## src/rtl/mrs_agen_pkg.sv

```systemverilog
// Package: shared configuration types and field decode helpers for the
// mode register capture and burst column sequencer.
package mrs_agen_pkg;

    // Register-write command class produced by the command decoder.
    typedef enum logic [1:0] {
        RCMD_NONE = 2'd0,
        RCMD_MODE = 2'd1,
        RCMD_EXT  = 2'd2
    } reg_cmd_e;

    // Current configuration as held by the register file.
    typedef struct packed {
        logic [3:0] len_log2;
        logic       ilv;
        logic [2:0] cas_lat;
        logic       dll_en;
        logic [1:0] drive;
    } mode_cfg_t;

    // True for the burst length codes that are defined.
    function automatic logic bl_code_ok(input logic [2:0] code);
        return (code == 3'b001) || (code == 3'b010) ||
               (code == 3'b011) || (code == 3'b111);
    endfunction

    // True for the read latency codes that are defined.
    function automatic logic cl_code_ok(input logic [2:0] code);
        return (code == 3'b011) || (code == 3'b100);
    endfunction

    // log2 of the burst length for a defined code; full page maps to col_w.
    function automatic logic [3:0] bl_log2(input logic [2:0] code,
                                           input int unsigned col_w);
        logic [3:0] r;
        case (code)
            3'b001:  r = 4'd1;
            3'b010:  r = 4'd2;
            3'b011:  r = 4'd3;
            default: r = 4'(col_w);
        endcase
        return r;
    endfunction

endpackage

```

## src/rtl/mrs_cmd_decode.sv

```systemverilog
// Module: mrs_cmd_decode
// Classifies the command bus into "mode register write", "extended
// register write" or nothing. Purely combinational.
// Assumes: strobes are active low and sampled by the caller on the
// rising edge; cs_n high masks every command.
module mrs_cmd_decode
    import mrs_agen_pkg::*;
(
    input  logic     cs_n,
    input  logic     ras_n,
    input  logic     cas_n,
    input  logic     we_n,
    input  logic     ba0,
    output reg_cmd_e cmd
);

    logic is_reg_wr;

    // Register write needs every strobe low together with chip select.
    always_comb begin
        is_reg_wr = !cs_n && !ras_n && !cas_n && !we_n;
        if (!is_reg_wr)
            cmd = RCMD_NONE;
        else if (ba0)
            cmd = RCMD_EXT;
        else
            cmd = RCMD_MODE;
    end

endmodule

```

## src/rtl/mrs_cfg_regs.sv

```systemverilog
// Module: mrs_cfg_regs
// Holds the mode and extended register settings, validates every write,
// and refuses illegal ones with a one-cycle error pulse while keeping the
// previous contents.
// Assumes: ADDR_W >= 12 so that the fixed field positions exist; COL_W
// below 16 so that the full-page log2 fits in four bits.
module mrs_cfg_regs
    import mrs_agen_pkg::*;
#(
    parameter int ADDR_W = 12,
    parameter int COL_W  = 8
) (
    input  logic              clk,
    input  logic              rst_n,
    input  reg_cmd_e          cmd,
    input  logic              ba1,
    input  logic [ADDR_W-1:0] addr,
    output mode_cfg_t         cfg,
    output logic              err
);

    localparam logic [3:0] FULL_LOG2 = 4'(COL_W);

    mode_cfg_t   cfg_nxt;
    logic        mode_ok;
    logic        ext_ok;
    logic        upper_zero;
    logic [ADDR_W-1:0] ext_keep_mask;

    // Build the mask of address bits that the extended register may use.
    always_comb begin
        ext_keep_mask    = '0;
        ext_keep_mask[0] = 1'b1;
        ext_keep_mask[1] = 1'b1;
        ext_keep_mask[6] = 1'b1;
    end

    // Legality checks for both register kinds.
    always_comb begin
        upper_zero = (addr[ADDR_W-1:7] == '0);
        mode_ok    = bl_code_ok(addr[2:0]) && cl_code_ok(addr[6:4]) &&
                     upper_zero && !ba1 &&
                     !((addr[2:0] == 3'b111) && addr[3]);
        ext_ok     = ((addr & ~ext_keep_mask) == '0) && !ba1;
    end

    // Next settings when the current write is accepted.
    always_comb begin
        cfg_nxt = cfg;
        if (cmd == RCMD_MODE && mode_ok) begin
            cfg_nxt.len_log2 = bl_log2(addr[2:0], COL_W);
            cfg_nxt.ilv      = addr[3];
            cfg_nxt.cas_lat  = addr[6:4];
        end else if (cmd == RCMD_EXT && ext_ok) begin
            cfg_nxt.dll_en = !addr[0];
            cfg_nxt.drive  = {addr[6], addr[1]};
        end
    end

    // Store accepted settings and pulse the error on a refused write.
    always_ff @(posedge clk) begin
        if (!rst_n) begin
            cfg.len_log2 <= 4'd1;
            cfg.ilv      <= 1'b0;
            cfg.cas_lat  <= 3'd3;
            cfg.dll_en   <= 1'b1;
            cfg.drive    <= 2'b00;
            err          <= 1'b0;
        end else begin
            cfg <= cfg_nxt;
            err <= ((cmd == RCMD_MODE) && !mode_ok) ||
                   ((cmd == RCMD_EXT)  && !ext_ok);
        end
    end

    // Full page is encoded as log2 equal to the column width.
    logic unused_full;
    assign unused_full = (cfg.len_log2 == FULL_LOG2);

endmodule

```

## src/rtl/burst_col_gen.sv

```systemverilog
// Module: burst_col_gen
// Produces one column address per cycle for a burst, in sequential
// (wrap within the aligned block) or interleave (start XOR beat) order.
// Length and order are captured at burst start. A new start is taken
// when idle or on the final beat; a full-page start on an odd column is
// refused with a one-cycle error.
// Assumes: full page is never combined with interleave (the register
// file refuses that setting).
module burst_col_gen #(
    parameter int COL_W = 8
) (
    input  logic             clk,
    input  logic             rst_n,
    input  logic             start,
    input  logic [COL_W-1:0] start_col,
    input  logic [3:0]       len_log2,
    input  logic             ilv,
    output logic [COL_W-1:0] col,
    output logic             valid,
    output logic             done,
    output logic             err
);

    logic             active_q;
    logic [COL_W-1:0] cnt_q;
    logic [COL_W-1:0] start_q;
    logic [COL_W-1:0] mask_q;
    logic             ilv_q;

    logic [COL_W:0]   one_sh;
    logic [COL_W-1:0] mask_n;
    logic             full_pg_n;
    logic             last;
    logic             take;
    logic             refuse;
    logic [COL_W-1:0] offset;

    // Mask of the in-block offset bits for the requested length.
    always_comb begin
        one_sh    = (COL_W+1)'(1) << len_log2;
        mask_n    = COL_W'(one_sh - (COL_W+1)'(1));
        full_pg_n = (len_log2 == 4'(COL_W));
    end

    // Start acceptance: idle or last beat; odd full-page start refused.
    always_comb begin
        last   = active_q && (cnt_q == mask_q);
        take   = start && (!active_q || last);
        refuse = take && full_pg_n && start_col[0];
    end

    // Burst state: beat counter and captured parameters.
    always_ff @(posedge clk) begin
        if (!rst_n) begin
            active_q <= 1'b0;
            cnt_q    <= '0;
            start_q  <= '0;
            mask_q   <= '0;
            ilv_q    <= 1'b0;
            err      <= 1'b0;
        end else begin
            err <= refuse;
            if (take && !refuse) begin
                active_q <= 1'b1;
                cnt_q    <= '0;
                start_q  <= start_col;
                mask_q   <= mask_n;
                ilv_q    <= ilv;
            end else if (active_q) begin
                if (last)
                    active_q <= 1'b0;
                else
                    cnt_q <= cnt_q + 1'b1;
            end
        end
    end

    // Column of the current beat from the captured start and counter.
    always_comb begin
        if (ilv_q)
            offset = (start_q ^ cnt_q) & mask_q;
        else
            offset = (start_q + cnt_q) & mask_q;
        col   = (start_q & ~mask_q) | offset;
        valid = active_q;
        done  = last;
    end

endmodule

```

## src/rtl/mrs_burst_agen.sv

```systemverilog
// Module: mrs_burst_agen (top)
// Captures mode / extended register writes from the command bus and
// sequences burst column addresses according to the stored settings.
// Assumes: synchronous active-low reset; one clock domain.
module mrs_burst_agen
    import mrs_agen_pkg::*;
#(
    parameter int ADDR_W = 12,
    parameter int COL_W  = 8
) (
    input  logic              clk,
    input  logic              rst_n,
    input  logic              cs_n,
    input  logic              ras_n,
    input  logic              cas_n,
    input  logic              we_n,
    input  logic [1:0]        ba,
    input  logic [ADDR_W-1:0] addr,
    input  logic              burst_start,
    output logic [2:0]        cas_lat,
    output logic [COL_W:0]    burst_len,
    output logic              burst_ilv,
    output logic              dll_en,
    output logic [1:0]        drive_str,
    output logic [COL_W-1:0]  col_addr,
    output logic              beat_valid,
    output logic              burst_done,
    output logic              cfg_err
);

    reg_cmd_e  cmd;
    mode_cfg_t cfg;
    logic      reg_err;
    logic      burst_err;

    mrs_cmd_decode u_dec (
        .cs_n  (cs_n),
        .ras_n (ras_n),
        .cas_n (cas_n),
        .we_n  (we_n),
        .ba0   (ba[0]),
        .cmd   (cmd)
    );

    mrs_cfg_regs #(
        .ADDR_W (ADDR_W),
        .COL_W  (COL_W)
    ) u_regs (
        .clk   (clk),
        .rst_n (rst_n),
        .cmd   (cmd),
        .ba1   (ba[1]),
        .addr  (addr),
        .cfg   (cfg),
        .err   (reg_err)
    );

    burst_col_gen #(
        .COL_W (COL_W)
    ) u_gen (
        .clk       (clk),
        .rst_n     (rst_n),
        .start     (burst_start),
        .start_col (addr[COL_W-1:0]),
        .len_log2  (cfg.len_log2),
        .ilv       (cfg.ilv),
        .col       (col_addr),
        .valid     (beat_valid),
        .done      (burst_done),
        .err       (burst_err)
    );

    // Present the stored settings in decoded form.
    always_comb begin
        cas_lat   = cfg.cas_lat;
        burst_len = (COL_W+1)'(1) << cfg.len_log2;
        burst_ilv = cfg.ilv;
        dll_en    = cfg.dll_en;
        drive_str = cfg.drive;
        cfg_err   = reg_err || burst_err;
    end

endmodule

```

## config.mk

```make
export PLATFORM = sky130hd
export DESIGN_NAME = mrs_burst_agen
export DESIGN_NICKNAME = d
export VERILOG_FILES = /design/src/rtl/mrs_agen_pkg.sv /design/src/rtl/mrs_cmd_decode.sv /design/src/rtl/mrs_cfg_regs.sv /design/src/rtl/burst_col_gen.sv /design/src/rtl/mrs_burst_agen.sv
export SDC_FILE = /design/constraint.sdc
export NUM_CORES = 1
export LEC_CHECK = 0
export ABC_AREA = 1
export BUFFER_PORTS_ARGS = -buffer_cell sky130_fd_sc_hd__buf_4
export CORE_MARGIN = 5
export CORE_UTILIZATION = 55
export DETAILED_ROUTE_END_ITERATION = 16
export PLACE_DENSITY = 0.81
export SYNTH_ARGS = -nofsm -noshare
export SYNTH_HDL_FRONTEND = slang
export SYNTH_SLANG_ARGS = --single-unit
```

## constraint.sdc

```tcl
create_clock -name clk -period 3.1 [get_ports clk]
set_input_delay 0.465 -clock clk [delete_from_list [all_inputs] [get_ports clk]]
set_output_delay 0.465 -clock clk [all_outputs]
set_load 0.005 [all_outputs]
```

* Yosys cells after proc, flatten, opt, wreduce, memory -nomap -nowiden
Cells that the tools add are included.
Operators by class: $add $sub $neg 3, multiply operators 0, div/mod/pow operators 0, $lt $le $gt $ge 0, equal/unequal tests 10, shift-type cells 1, muxes and demuxes 7, bitwise gates (word level) 9, reduce and logical (&&, ||, !) cells 41
Operators by type and width (count):
- $and 8x8->8 | 3
- $logic_and 1x1->1 | 18
- $logic_not 12->1 | 1
- $pmux 4 s3 | 1
- $logic_not 1->1 | 11
- $eq 3x2->1 const B | 3
- $shl 1x4->9 const A | 1
- $add 8x1->8 const B | 1
- $add 8x8->8 | 1
- $eq 8x8->1 | 1
- $mux 8 | 1
- $not 8->8 | 1
- $or 8x8->8 | 1
- $sub 8x1->8 const B | 1
- $xor 8x8->8 | 1
- $logic_or 1x1->1 | 7
- $eq 3x3->1 const B | 2
- $logic_not 5->1 | 1
- $eq 4x4->1 const B | 1
- $mux 2 | 2
- $reduce_and 2->1 | 2
- $eq 3x1->1 const B | 1
- $mux 1 | 3
- $not 1->1 | 3
- 3 further kinds | 3
Word-level totals: register bits 39, bits in latches 0, RAM bits 0, memory bits (read-only) 0, word-level logic and storage cells 83, memories kept 0

* Logic depth before layout (Yosys ltp)
Gate-level depths: netlist of run 1.
depth in word-level cells 11, depth in mapped cells 12, gate-level depth less buffers 11

* Hierarchy
Synthesis of run 1 repeated with hierarchy kept, for this count alone.
Unflattened totals: cells, all modules 435, area total of the unflattened synthesis 2741.4 sq um
Modules (own cells, without submodules):
- burst_col_gen | instances 1, cells an instance 322, area each 2033.2 sq um
- mrs_cfg_regs | instances 1, cells an instance 86, area each 599.3 sq um
- mrs_burst_agen | instances 1, cells an instance 21, area each 86.3 sq um
- mrs_cmd_decode | instances 1, cells an instance 6, area each 22.5 sq um

* Worst setup path after synthesis of run 1
No wires, ideal clock.
path type reg-to-output, start point register u_gen.cnt_q[0], end point output col_addr[6], arrival time 1.522 ns, data required time 2.635 ns, setup slack 1.113 ns, cell stages (with the launch flop) 9, path buffers 0, cells stage by stage dfxtp_1 -> ha_1 -> inv_1 -> fa_1 -> nor3_1 -> nand3b_1 -> a21o_1 -> nand3_1 -> o21ai_0
On the way: longest elaborated chain between the ends 4
RTL lines:
- start: declaration | line burst_col_gen.sv:25 | logic [COL_W-1:0] cnt_q;
- start signal: assignment | line burst_col_gen.sv:73 | cnt_q <= cnt_q + 1'b1;
- $add 8x8->8 | line burst_col_gen.sv:83 | offset = (start_q + cnt_q) & mask_q;
- $and 8x8->8 | line burst_col_gen.sv:83
- $mux 8 | line burst_col_gen.sv:80 | if (ilv_q)
- $or 8x8->8 | line burst_col_gen.sv:84 | col = (start_q & ~mask_q) | offset;
- end: declaration | line mrs_burst_agen.sv:25 | output logic [COL_W-1:0] col_addr,
No other way between the ends.

* Worst setup path after layout of run 1
Same ends and word-level chain as after synthesis.

==> results of run 1 <==
-- per-layer routing --
metal	up-vias	part of all wire [%]
li1	1302	-
met1	1108	44
met2	65	50
met3	6	5.4
met4	0	1.4
met5	-	0
-- state kept, by name, indices dropped and copies added, names as in the netlist --
| register | cells |
|---|---|
| u_gen.err | 1 |
| u_gen.mask_q | 7 |
| u_regs.err | 1 |
| u_regs.cfg | 10 |
| u_gen.ilv_q | 1 |
| u_gen.cnt_q | 8 |
| u_gen.valid | 1 |
| u_gen.start_q | 8 |
-- cells in the final DEF, fill, tap and decap left out --
| cell | count |
|---|---|
| o211ai_4 | 1 |
| inv_2 | 3 |
| o21a_1 | 1 |
| fa_1 | 1 |
| or2_2 | 1 |
| nand2_1 | 104 |
| nor4_1 | 2 |
| xor2_1 | 8 |
| nand2_2 | 1 |
| nor3_1 | 4 |
| a21o_1 | 2 |
| conb_1 | 4 |
| dfxtp_1 | 37 |
| ha_1 | 10 |
| nand3b_1 | 2 |
| nand4_1 | 5 |
| xnor2_1 | 4 |
| buf_4 | 44 |
| a21boi_0 | 1 |
| o21ai_0 | 24 |
| clkbuf_8 | 6 |
| o31ai_1 | 2 |
| o2111ai_1 | 14 |
| xnor2_2 | 1 |
| inv_1 | 69 |
| clkinvlp_4 | 1 |
| nor2_1 | 39 |
| nor3b_1 | 1 |
| nand3_1 | 15 |
| nand2_4 | 1 |
| a21oi_1 | 19 |
-- metrics by stage --
stage          std cells  cell area, um2  util [%]
2_1_floorplan        396            2540         -
3_3_place_gp         472            2810      63.7
3_5_place_dp         472            2810      63.7
4_1_cts              479            2900      65.8
5_1_grt              479            2900      65.8
6_report             479            2900      65.8
-- final cells by class --
type	instances	area [um2]	area share, %
Timing Repair Buffer	44	330	11.4
Inverter	72	270	9.31
Clock inverter	1	7.51	0.259
Multi-Input combinational cell	267	1410	48.5
Tap cell	52	65.1	2.24
Sequential cell	37	741	25.5
Clock buffer	6	82.6	2.84
-- how the worst max path moves through the flow --
stage | from | endpoint | depth (start not counted)
3_3_place_gp | u_gen.cnt_q[0] | col_addr[6] | 9
2_1_floorplan | u_gen.cnt_q[0] | col_addr[6] | 8
6_report | u_gen.cnt_q[0] | col_addr[6] | 9
3_5_place_dp | u_gen.cnt_q[0] | col_addr[6] | 9
4_1_cts | u_gen.cnt_q[0] | col_addr[6] | 9
5_1_grt | u_gen.cnt_q[2] | col_addr[5] | 9
-- kinds of logic after synthesis --
family / after synthesis / synth area share, %
XOR/XNOR: 13 / 4.80
other: 1 / 0.148
AO/OA/AOI/OAI: 64 / 16.0
adder cells (fa/ha/maj): 11 / 5.74
AND/OR/NAND/NOR: 175 / 28.6
buffers and inverters: 92 / 15.5
flip-flops: 37 / 29.3
-- report_power, final --
part	leakage, uW	switching (uW)	total, uW	internal [uW]
clock network	0.0000433	170	345	176
registers	0.000302	22.0	521	499
logic	0.00117	150	250	100
total	0.00152	341	1120	775
==> metrics.md, run 1 <==
| Metric | Value |
|---|---|
| Synth Flop Type | dfxtp_1 |
| I/O Buffers | 43 |
| Clock sinks | 37 |
| Row count | 24 |
| Final hold vios | 0 |
| Unrepaired setup endpoints after global routing | false |
| Worst r2r src | u_gen.cnt_q[2] |
| Post-place setup slack | 0.902 ns |
| Worst Tran Pin Value | 0.623 ns |
| Flops & latches, synth | 37 |
| Pin count of the biggest net entering global routing | 28 |
| Final setup viols | 0 |
| Max FO, Critical Path | 6 |
| CTS tree | built |
| Top post-synthesis cells by area | dfxtp_1 (29%), nand2_1 (15%), inv_1 (10%), nor2_1 (5.8%), ha_1 (4.9%) |
| Die Span Y | 77.8 um |
| Nets | 459 |
| Arr. time, crit path | 2.09 ns |
| Via count | 2481 |
| Clock latency at the later pin of the worst-skew pair | 0.29 ns |
| Max_cap viols | 0 |
| Tmin final | 2.55 ns |
| H-tree Lvls | 2 |
| CP Class | register to output pin |
| Max VDD drop | 0.000290 V |
| Initial Utilization | 57.3% |
| CORE AREA | 4410 um2 |
| Vias/cell | 5.18 |
| R2R cell count | 8 |
| Power, Total | 1120 uW |
| Routed WL | 5.89 mm |
| Antenna violations before repair | 0 |
| Post-synth ARST share | 0% |
| Rel. slew slack | 58.4% |
| Post-synth EDFFs | 0 |
| Share of post-route cells with drive strength above 1 | 13.8% |
| Met3 Resource Use GR | 4.05% |
| Final clock skew | 0.00661 ns |
| Cell family with most CP delay | adder cells |
| Final Wtd Congestion | 0.907 |
| Warnings, synthesis | 0 |
| Setup TNS | 0 ns |
| Met1 Track Usage GR | 24.0% |
| Syn-to-layout area delta | 14.8% |
| Clock root buffer | clkbuf_8 |
| Most frequent cell after synthesis | nand2_1 |
| Hold Startpoint | addr[0] |
| Max stage delay on crit path | 0.43 ns |
| Worst R2R End | u_gen.cnt_q[3] |
| Leakage power | 0.00152 uW |
| Crit path capture type | output pin |
| Clock Pin Slew Worst Setup and Hold Paths | 0.07 ns |
| Num CTS Buffers | 5 |
| Fillers | 391 |
| Synth Instances | 393 |
| Total GRT Usage | 19.9% |
| I/O Pins | 48 |
| ANT cells | 0 |
| WHS Endpoint | u_regs.cfg[2] |
| First-pass GRT wire length | 10.0 mm |
| Final Max Slew Viols | 0 |
| Cells along the critical path | ha_1, inv_1, fa_1, nor3_1, nand3b_1, a21o_1, nand3_1, o21ai_0, buf_4 |
| Die Wd | 77.8 um |
| Syn_area_per_cell | 6.43 um2 |
| Critical Path RT | 2.63 ns |
| Bufs and invs on worst path | 2 |
| R2r setup slk | 1.17 ns |
| Post-synthesis cell type count | 33 |
| # DRC | 0 |
| DR iter-0 viols | 189 |
| Worst path slowest cell | dfxtp_1 |
| Type of the tightest min-delay check | primary input to register |
| Setup bufs post-CTS | 0 |
| Status | finished clean |
| Cell accounting for the most synthesized area | dfxtp_1 |
| TritonRoute pass-1 iters | 4 |
| Wire length per cell | 12.3 um |
| Fin crit share | 82.4% |
| Top cells by count, synth | nand2_1 (104), inv_1 (69), nor2_1 (39) |
| Fin worst setup slack | 0.545 ns |
| Grt total ovfl | 0 |
| Startpoint Class | register |
| Worst Hold Slack | 0.406 ns |
| Synth top area share | 29.3% |
| CTS Buffer Depth | 2 |
| Register area share after synthesis | 29.3% |
| GR Util met2 | 34.2% |
| Final ANT Viol Nets | 0 |
| Post-CTS Hold Fix Bufs | 0 |
| Vias in the first global route | 2271 |
| Grt peak-use layer | met2 |
| Hold Path Stages | 2 |
| Cell Area, Synth | 2530 um2 |
| Power per Cell Area | 384 nW/um2 |
| Fmax | 0.391 GHz |
| PostCTS Resize Cnt | 0 |
| Dpl hpwl | 4.58 mm |
| Area of the die | 6050 um2 |
Power figures use the tool's default switching activity.
==> inputs of run 2 (changes only) <==
--- a/config.mk
+++ b/config.mk
@@ -8,9 +8,9 @@
 export ABC_AREA = 1
 export BUFFER_PORTS_ARGS = -buffer_cell sky130_fd_sc_hd__buf_4
 export CORE_MARGIN = 5
-export CORE_UTILIZATION = 55
+export CORE_UTILIZATION = 50
 export DETAILED_ROUTE_END_ITERATION = 16
-export PLACE_DENSITY = 0.81
+export PLACE_DENSITY = 0.78
 export SYNTH_ARGS = -nofsm -noshare
 export SYNTH_HDL_FRONTEND = slang
 export SYNTH_SLANG_ARGS = --single-unit
==> constraint.sdc (replaced) <==
create_clock -name clk -period 2.2 [get_ports clk]
set_input_delay 0.33 -clock clk [delete_from_list [all_inputs] [get_ports clk]]
set_output_delay 0.33 -clock clk [all_outputs]
set_load 0.005 [all_outputs]
==> run 2 against run 1 <==
  * Sequential cell count is the same
  * Clock power rose by 76%
  * First-iteration DRC count is 30% lower
  * Final cell count grew 6.1%
  * Critical path depth increased by 2
  * Count of clock-buffer cells in the layout increased by 1
  * Routed wire length rose by 11%
  * Design area rose by 9.6%
  * Via count grew 5.0%
  * Total power is 56% higher
  * Sequential power is 42% higher
  * Utilization increased by 0.26 points
  * Critical path type unchanged
  * Largest power group unchanged
==> metrics.md, run 2 (synthesized netlist as in run 1, its figures left out) <==
| Metric | Value |
|---|---|
| H-tree Lvls | 2 (unchanged) |
| CP Class | register to output pin (unchanged) |
| Fin worst setup slack | 0.0395 ns (was 0.545 ns) |
| Num CTS Buffers | 5 (unchanged) |
| Clk network pwr share | 34.9% (was 31.0%) |
| Top flop regs | u_regs.cfg (10), u_gen.cnt_q (8), u_gen.start_q (8) (unchanged) |
| Max stage delay on crit path | 0.35 ns (was 0.43 ns) |
| First-pass GRT wire length | 10.5 mm (was 10.0 mm) |
| # DRC | 0 (unchanged) |
| Unrepaired setup endpoints after global routing | true (was false) |
| Design area | 3180 um2 (was 2900 um2) |
| Max reg flops | 10 (unchanged) |
| Cells along the critical path | ha_4, a21o_1, a21boi_2, nand2_1, nand2_1, nand2_1, nand2_1, o21ai_2, nand2_1, nand2_1, buf_4 (was ha_1, inv_1, fa_1, nor3_1, nand3b_1, a21o_1, nand3_1, o21ai_0, buf_4) |
| Post-place setup slack | 0.161 ns (was 0.902 ns) |
| ANT cells | 0 (unchanged) |
| Max FO, Critical Path | 4 (was 6) |
| Bufs and invs on worst path | 1 (was 2) |
| Vias in the first global route | 2411 (was 2271) |
| Clock sinks | 37 (unchanged) |
| Share of power burned in combinational logic | 22.7% (was 22.4%) |
| Final hold vios | 0 (unchanged) |
| Worst Tran Pin Value | 0.553 ns (was 0.623 ns) |
| Critical path origin | u_gen.start_q[4] (was u_gen.cnt_q[0]) |
| Startpoint Class | register (unchanged) |
| Dpl hpwl | 4.85 mm (was 4.58 mm) |
| Commonest non-fill, non-tap cell in the layout | nand2_1 (unchanged) |
| Post-CTS Hold Fix Bufs | 0 (unchanged) |
| Clock Pin Slew Worst Setup and Hold Paths | 0.07 ns (about the same) |
| Critical Path RT | 1.87 ns (was 2.63 ns) |
| Worst R2R End | u_gen.cnt_q[2] (was u_gen.cnt_q[3]) |
| Final Max Slew Viols | 0 (unchanged) |
| Max VDD drop | 0.000289 V (was 0.000290 V) |
| Type of the tightest min-delay check | primary input to register (unchanged) |
| Leakage power | 0.00159 uW (was 0.00152 uW) |
| Final Core Density | 66.1% (was 65.8%) |
| Initial Utilization | 52.5% (was 57.3%) |
| Fmax | 0.463 GHz |
| CTS Buffer Depth | 2 (unchanged) |
| Total GRT Usage | 20.3% (was 19.9%) |
| CTS tree | built (unchanged) |
| Fin crit share | 98.2% |
| Routed WL | 6.56 mm (was 5.89 mm) |
| Grt total ovfl | 0 (unchanged) |
| Placed inst area | 2870 um2 (was 2810 um2) |
| Final clock skew | 0.00793 ns (was 0.00661 ns) |
| Pin count of the biggest net entering global routing | 25 (was 28) |
| DR iter-0 viols | 133 (was 189) |
| Row count | 25 (was 24) |
| Psw | 502 uW (was 341 uW) |
| Worst r2r src | u_gen.cnt_q[4] (was u_gen.cnt_q[2]) |
| Tmin final | 2.16 ns |
| Share of post-route cells with drive strength above 1 | 22.9% (was 13.8%) |
| Most Frequent Cell on Critical Path | nand2_1 |
| Status | finished clean (unchanged) |
| Rel. slew slack | 63.0% (was 58.4%) |
| Power, Total | 1740 uW (was 1120 uW) |
| Nets | 472 (was 459) |
| R2r setup slk | 0.33 ns (was 1.17 ns) |
| Wire length per cell | 12.9 um (was 12.3 um) |
| Crit path capture type | output pin (unchanged) |
| CORE AREA | 4820 um2 (was 4410 um2) |
| Via count | 2605 (was 2481) |
| I/O Buffers | 43 (unchanged) |
| I/O Pins | 48 (unchanged) |
| Die Wd | 81.1 um (was 77.8 um) |
| Switching share of power | 28.8% (was 30.6%) |
| Final Wtd Congestion | 0.910 (was 0.907) |
| Area of the die | 6580 um2 (was 6050 um2) |
| Most frequent cells in the layout | nand2_1 (103), inv_1 (66), buf_4 (57) (was nand2_1 (104), inv_1 (69), buf_4 (44)) |
| Max_cap viols | 0 (unchanged) |
| Internal power | 1240 uW (was 775 uW) |
| Worst path slowest cell | dfxtp_2 (was dfxtp_1) |
| Power per Cell Area | 547 nW/um2 (was 384 nW/um2) |
| Cell family with most CP delay | compound AO/OA/AOI/OAI gates (was adder cells) |
| TritonRoute pass-1 iters | 4 (unchanged) |
| Setup TNS | 0 ns (unchanged) |
| Vias/cell | 5.13 (was 5.18) |
| Hold Startpoint | addr[0] (unchanged) |
| Clock root buffer | clkbuf_8 (unchanged) |
| End point of the critical path | col_addr[7] (was col_addr[6]) |
| Arr. time, crit path | 1.83 ns (was 2.09 ns) |
| Proportion of power drawn by flip-flops and latches | 42.4% (was 46.7%) |
| R2R cell count | 11 (was 8) |
| Antenna violations before repair | 0 (unchanged) |
| Biggest register | u_regs.cfg (unchanged) |
| Final ANT Viol Nets | 0 (unchanged) |
| Clock latency at the later pin of the worst-skew pair | 0.29 ns (about the same) |
| Final setup viols | 0 (unchanged) |
| Worst path depth | 11 (was 9) |
| Die Span Y | 81.1 um (was 77.8 um) |
| Syn-to-layout area delta | 25.8% (was 14.8%) |
## run 2: how the worst min path moves through the flow
stage                    end  slack (ns)  depth (start not counted)
2_1_floorplan  u_regs.cfg[3]        0.43                          2
3_3_place_gp   u_regs.cfg[4]        0.45                          2
3_5_place_dp   u_regs.cfg[3]        0.45                          2
4_1_cts        u_regs.cfg[2]        0.26                          2
5_1_grt        u_regs.cfg[2]        0.27                          2
6_report       u_regs.cfg[2]        0.27                          2
## run 2: metrics by stage
stage	std cells	hold slack, ns
final	508	0.267
after global routing	508	0.273
after CTS	502	0.258
after detailed placement	492	0.452
after global placement	492	0.447
after floorplan	396	0.427
## run 2: layout make-up
type	count	area, um2
Clock buffer	7	86.3
Fill cell	444	1640
Multi-Input combinational cell	267	1510
Tap cell	67	83.8
Sequential cell	37	771
Timing Repair Buffer	57	428
Clock inverter	1	30.0
Inverter	72	270
## run 2: power by group through the flow
| stage | Combinational [uW] | Sequential, uW | Clock, uW |
|---|---|---|---|
| CTS | 369 | 735 | 615 |
| global placement | 356 | 746 | 0 |
| detailed placement | 360 | 748 | 0 |
| floorplan | 244 | 741 | 0 |
| global route | 446 | 743 | 641 |
| finish | 395 | 739 | 608 |
## run 2: layer usage
| layer | vias up | share of wire (%) | global-route usage [%] |
|---|---|---|---|
| li1 | 1326 | - | - |
| met1 | 1176 | 42 | 23.9 |
| met2 | 88 | 50 | 35.5 |
| met3 | 15 | 5.9 | 4.43 |
| met4 | 0 | 2.3 | 8.61 |
| met5 | - | 0 | 0 |
## run 2: timing repair
action / 4_1_cts / 5_1_grt
setup endpoints to repair: 4 / 6
pin swaps: 2 / 17
setup buffers: 2 / 6
gates resized for setup: 11 / 31
==> inputs of run 3 (changes only) <==
--- a/config.mk
+++ b/config.mk
@@ -7,10 +7,11 @@
 export LEC_CHECK = 0
 export ABC_AREA = 1
 export BUFFER_PORTS_ARGS = -buffer_cell sky130_fd_sc_hd__buf_4
-export CORE_MARGIN = 5
+export CORE_MARGIN = 2
 export CORE_UTILIZATION = 50
 export DETAILED_ROUTE_END_ITERATION = 16
 export PLACE_DENSITY = 0.78
+export SETUP_SLACK_MARGIN = 0.4
 export SYNTH_ARGS = -nofsm -noshare
 export SYNTH_HDL_FRONTEND = slang
 export SYNTH_SLANG_ARGS = --single-unit
==> run 3 against run 2 <==
  * The run now ends with setup timing left
  * Register-to-register slack worse by 0.15 ns
  * Setup slack got worse by 0.13 ns
  * Design area is 19% higher
  * Clock power rose by 1%
  * Die area fell by 14%
  * Clock skew is 0.0085 ns higher
  * Final cell count rose by 5.3%
  * Critical path type unchanged
==> metrics.md, run 3 (synthesized netlist as in run 1, its figures left out) <==
| Metric | Value |
|---|---|
| Worst r2r src | u_gen.cnt_q[0] (was u_gen.cnt_q[4]) |
| Clock root buffer | clkbuf_8 (unchanged) |
| ANT cells | 0 (unchanged) |
| Post-CTS Hold Fix Bufs | 0 (unchanged) |
| Violated checks | setup timing |
| Commonest non-fill, non-tap cell in the layout | nand2_1 (unchanged) |
| Final ANT Viol Nets | 0 (unchanged) |
| Hold Startpoint | addr[0] (unchanged) |
| Vias in the first global route | 2480 (was 2411) |
| Leakage power | 0.00180 uW (was 0.00159 uW) |
| Type of the tightest min-delay check | primary input to register (unchanged) |
| Antenna violations before repair | 0 (unchanged) |
| Area of the die | 5640 um2 (was 6580 um2) |
| CTS tree | built (unchanged) |
| Share of post-route cells with drive strength above 1 | 35.9% (was 22.9%) |
| Unrepaired setup endpoints after global routing | true (unchanged) |
| Clock Pin Slew Worst Setup and Hold Paths | 0.08 ns (was 0.07 ns) |
| First-pass GRT wire length | 10.7 mm (was 10.5 mm) |
| Num CTS Buffers | 5 (unchanged) |
| Fin crit share | 104% (was 98.2%) |
| Fmax | 0.436 GHz (was 0.463 GHz) |
| Max reg flops | 10 (unchanged) |
| Initial Utilization | 52.8% (was 52.5%) |
| Worst R2R End | u_gen.cnt_q[0] (was u_gen.cnt_q[2]) |
| Clock latency at the later pin of the worst-skew pair | 0.30 ns (was 0.29 ns) |
| R2r setup slk | 0.18 ns (was 0.33 ns) |
| Fin worst setup slack | -0.0918 ns (was 0.0395 ns) |
| Die Span Y | 75.1 um (was 81.1 um) |
| Clock sinks | 37 (unchanged) |
| Power per Cell Area | 528 nW/um2 (was 547 nW/um2) |
| Tmin final | 2.29 ns (was 2.16 ns) |
| Critical path origin | u_gen.cnt_q[1] (was u_gen.start_q[4]) |
| DR iter-0 viols | 316 (was 133) |
| Via count | 2981 (was 2605) |
| Grt total ovfl | 0 (unchanged) |
| Final Core Density | 78.9% (was 66.1%) |
| Top flop regs | u_regs.cfg (10), u_gen.cnt_q (8), u_gen.start_q (8) (unchanged) |
| Max stage delay on crit path | 0.40 ns (was 0.35 ns) |
| Vias/cell | 5.57 (was 5.13) |
| CP Class | register to output pin (unchanged) |
| Biggest register | u_regs.cfg (unchanged) |
| I/O Buffers | 43 (unchanged) |
| H-tree Lvls | 2 (unchanged) |
| R2R cell count | 14 (was 11) |
| Pin count of the biggest net entering global routing | 25 (unchanged) |
| Final Max Slew Viols | 0 (unchanged) |
| Critical Path RT | 1.87 ns (about the same) |
| Final Wtd Congestion | 0.860 (was 0.910) |
| Nets | 499 (was 472) |
| Startpoint Class | register (unchanged) |
| Status | finished, violations left (was finished clean) |
| Max FO, Critical Path | 4 (unchanged) |
| Power, Total | 1990 uW (was 1740 uW) |
| Cells along the critical path | inv_1, fa_2, buf_4, nor2_1, o21ai_1, xor2_1, o21ai_1, buf_4 (was ha_4, a21o_1, a21boi_2, nand2_1, nand2_1, nand2_1, nand2_1, o21ai_2, nand2_1, nand2_1, buf_4) |
| CTS Buffer Depth | 2 (unchanged) |
| Arr. time, crit path | 1.96 ns (was 1.83 ns) |
| Final clock skew | 0.0165 ns (was 0.00793 ns) |
| # DRC | 0 (unchanged) |
| Max_cap viols | 0 (unchanged) |
| Final setup viols | 2 (was 0) |
| Worst path slowest cell | dfxtp_4 (was dfxtp_2) |
| Row count | 25 (unchanged) |
| Routed WL | 8.82 mm (was 6.56 mm) |
| Max VDD drop | 0.000488 V (was 0.000289 V) |
| Wire length per cell | 16.5 um (was 12.9 um) |
| CORE AREA | 4790 um2 (was 4820 um2) |
| Final hold vios | 0 (unchanged) |
| I/O Pins | 48 (unchanged) |
| Dpl hpwl | 4.75 mm (was 4.85 mm) |
| TritonRoute pass-1 iters | 5 (was 4) |
| Syn-to-layout area delta | 49.3% (was 25.8%) |
| End point of the critical path | col_addr[4] (was col_addr[7]) |
| Crit path capture type | output pin (unchanged) |
| Most frequent cells in the layout | nand2_1 (90), buf_4 (66), inv_1 (64) (was nand2_1 (103), inv_1 (66), buf_4 (57)) |
| Total GRT Usage | 24.9% (was 20.3%) |
| Die Wd | 75.1 um (was 81.1 um) |
run 3: repair_timing:
| action | in CTS | in global routing |
|---|---|---|
| buffers inserted | 15 | 16 |
| pin swaps | 26 | 49 |
| gates cloned | 0 | 5 |
| setup endpoints to repair | 16 | 34 |
| resized for setup | 57 | 57 |
run 3: through the flow:
step           cells  setup WS [ns]  cell area, um2  hold slack [ns]  setup TNS [ns]
3_5_place_dp     491          0.139            2860            0.445               0
3_3_place_gp     491          0.206            2860            0.443               0
6_report         535        -0.0918            3780            0.257          -0.147
2_1_floorplan    396          0.400            2540            0.427               0
5_1_grt          535         -0.164            3780            0.271          -0.444
4_1_cts          514       -0.00879            3280            0.257        -0.00879
run 3: worst min-delay path by stage:
stage / to / cells past startpoint
final: u_regs.cfg[2] / 2
after global routing: u_regs.cfg[2] / 2
after CTS: u_regs.cfg[2] / 2
after detailed placement: u_regs.cfg[4] / 2
after global placement: u_regs.cfg[4] / 2
after floorplan: u_regs.cfg[3] / 2
run 3: final cells by class:
class / instances / area [um2]
Sequential cell: 37 / 782
Tap cell: 67 / 83.8
Clock buffer: 7 / 86.3
Clock inverter: 1 / 30.0
Multi-Input combinational cell: 271 / 1820
Timing Repair Buffer: 80 / 697
Inverter: 72 / 282
Fill cell: 317 / 1010
run 3: per-layer routing:
metal | track usage (%) | routed length (um) | up-vias
met5 | 0 | 0 | -
li1 | - | - | 1398
met2 | 44.5 | 4590 | 155
met1 | 28.7 | 3260 | 1378
met3 | 4.95 | 579 | 50
met4 | 10.9 | 390 | 0
run 3: where the power goes:
group          total, uW  switching [uW]  internal [uW]
sequential           747            48.0            699
combinational        629             338            291
clock                617             247            370
run 3: critical path: cells and delay by family (launching register included):
kind / cells / cell delay [ns]
compound gates: 2 / 0.23
xor+xnor: 1 / 0.16
fa+ha+maj: 1 / 0.39
buf+inv: 3 / 0.34
flops: 1 / 0.40
simple gates: 1 / 0.12
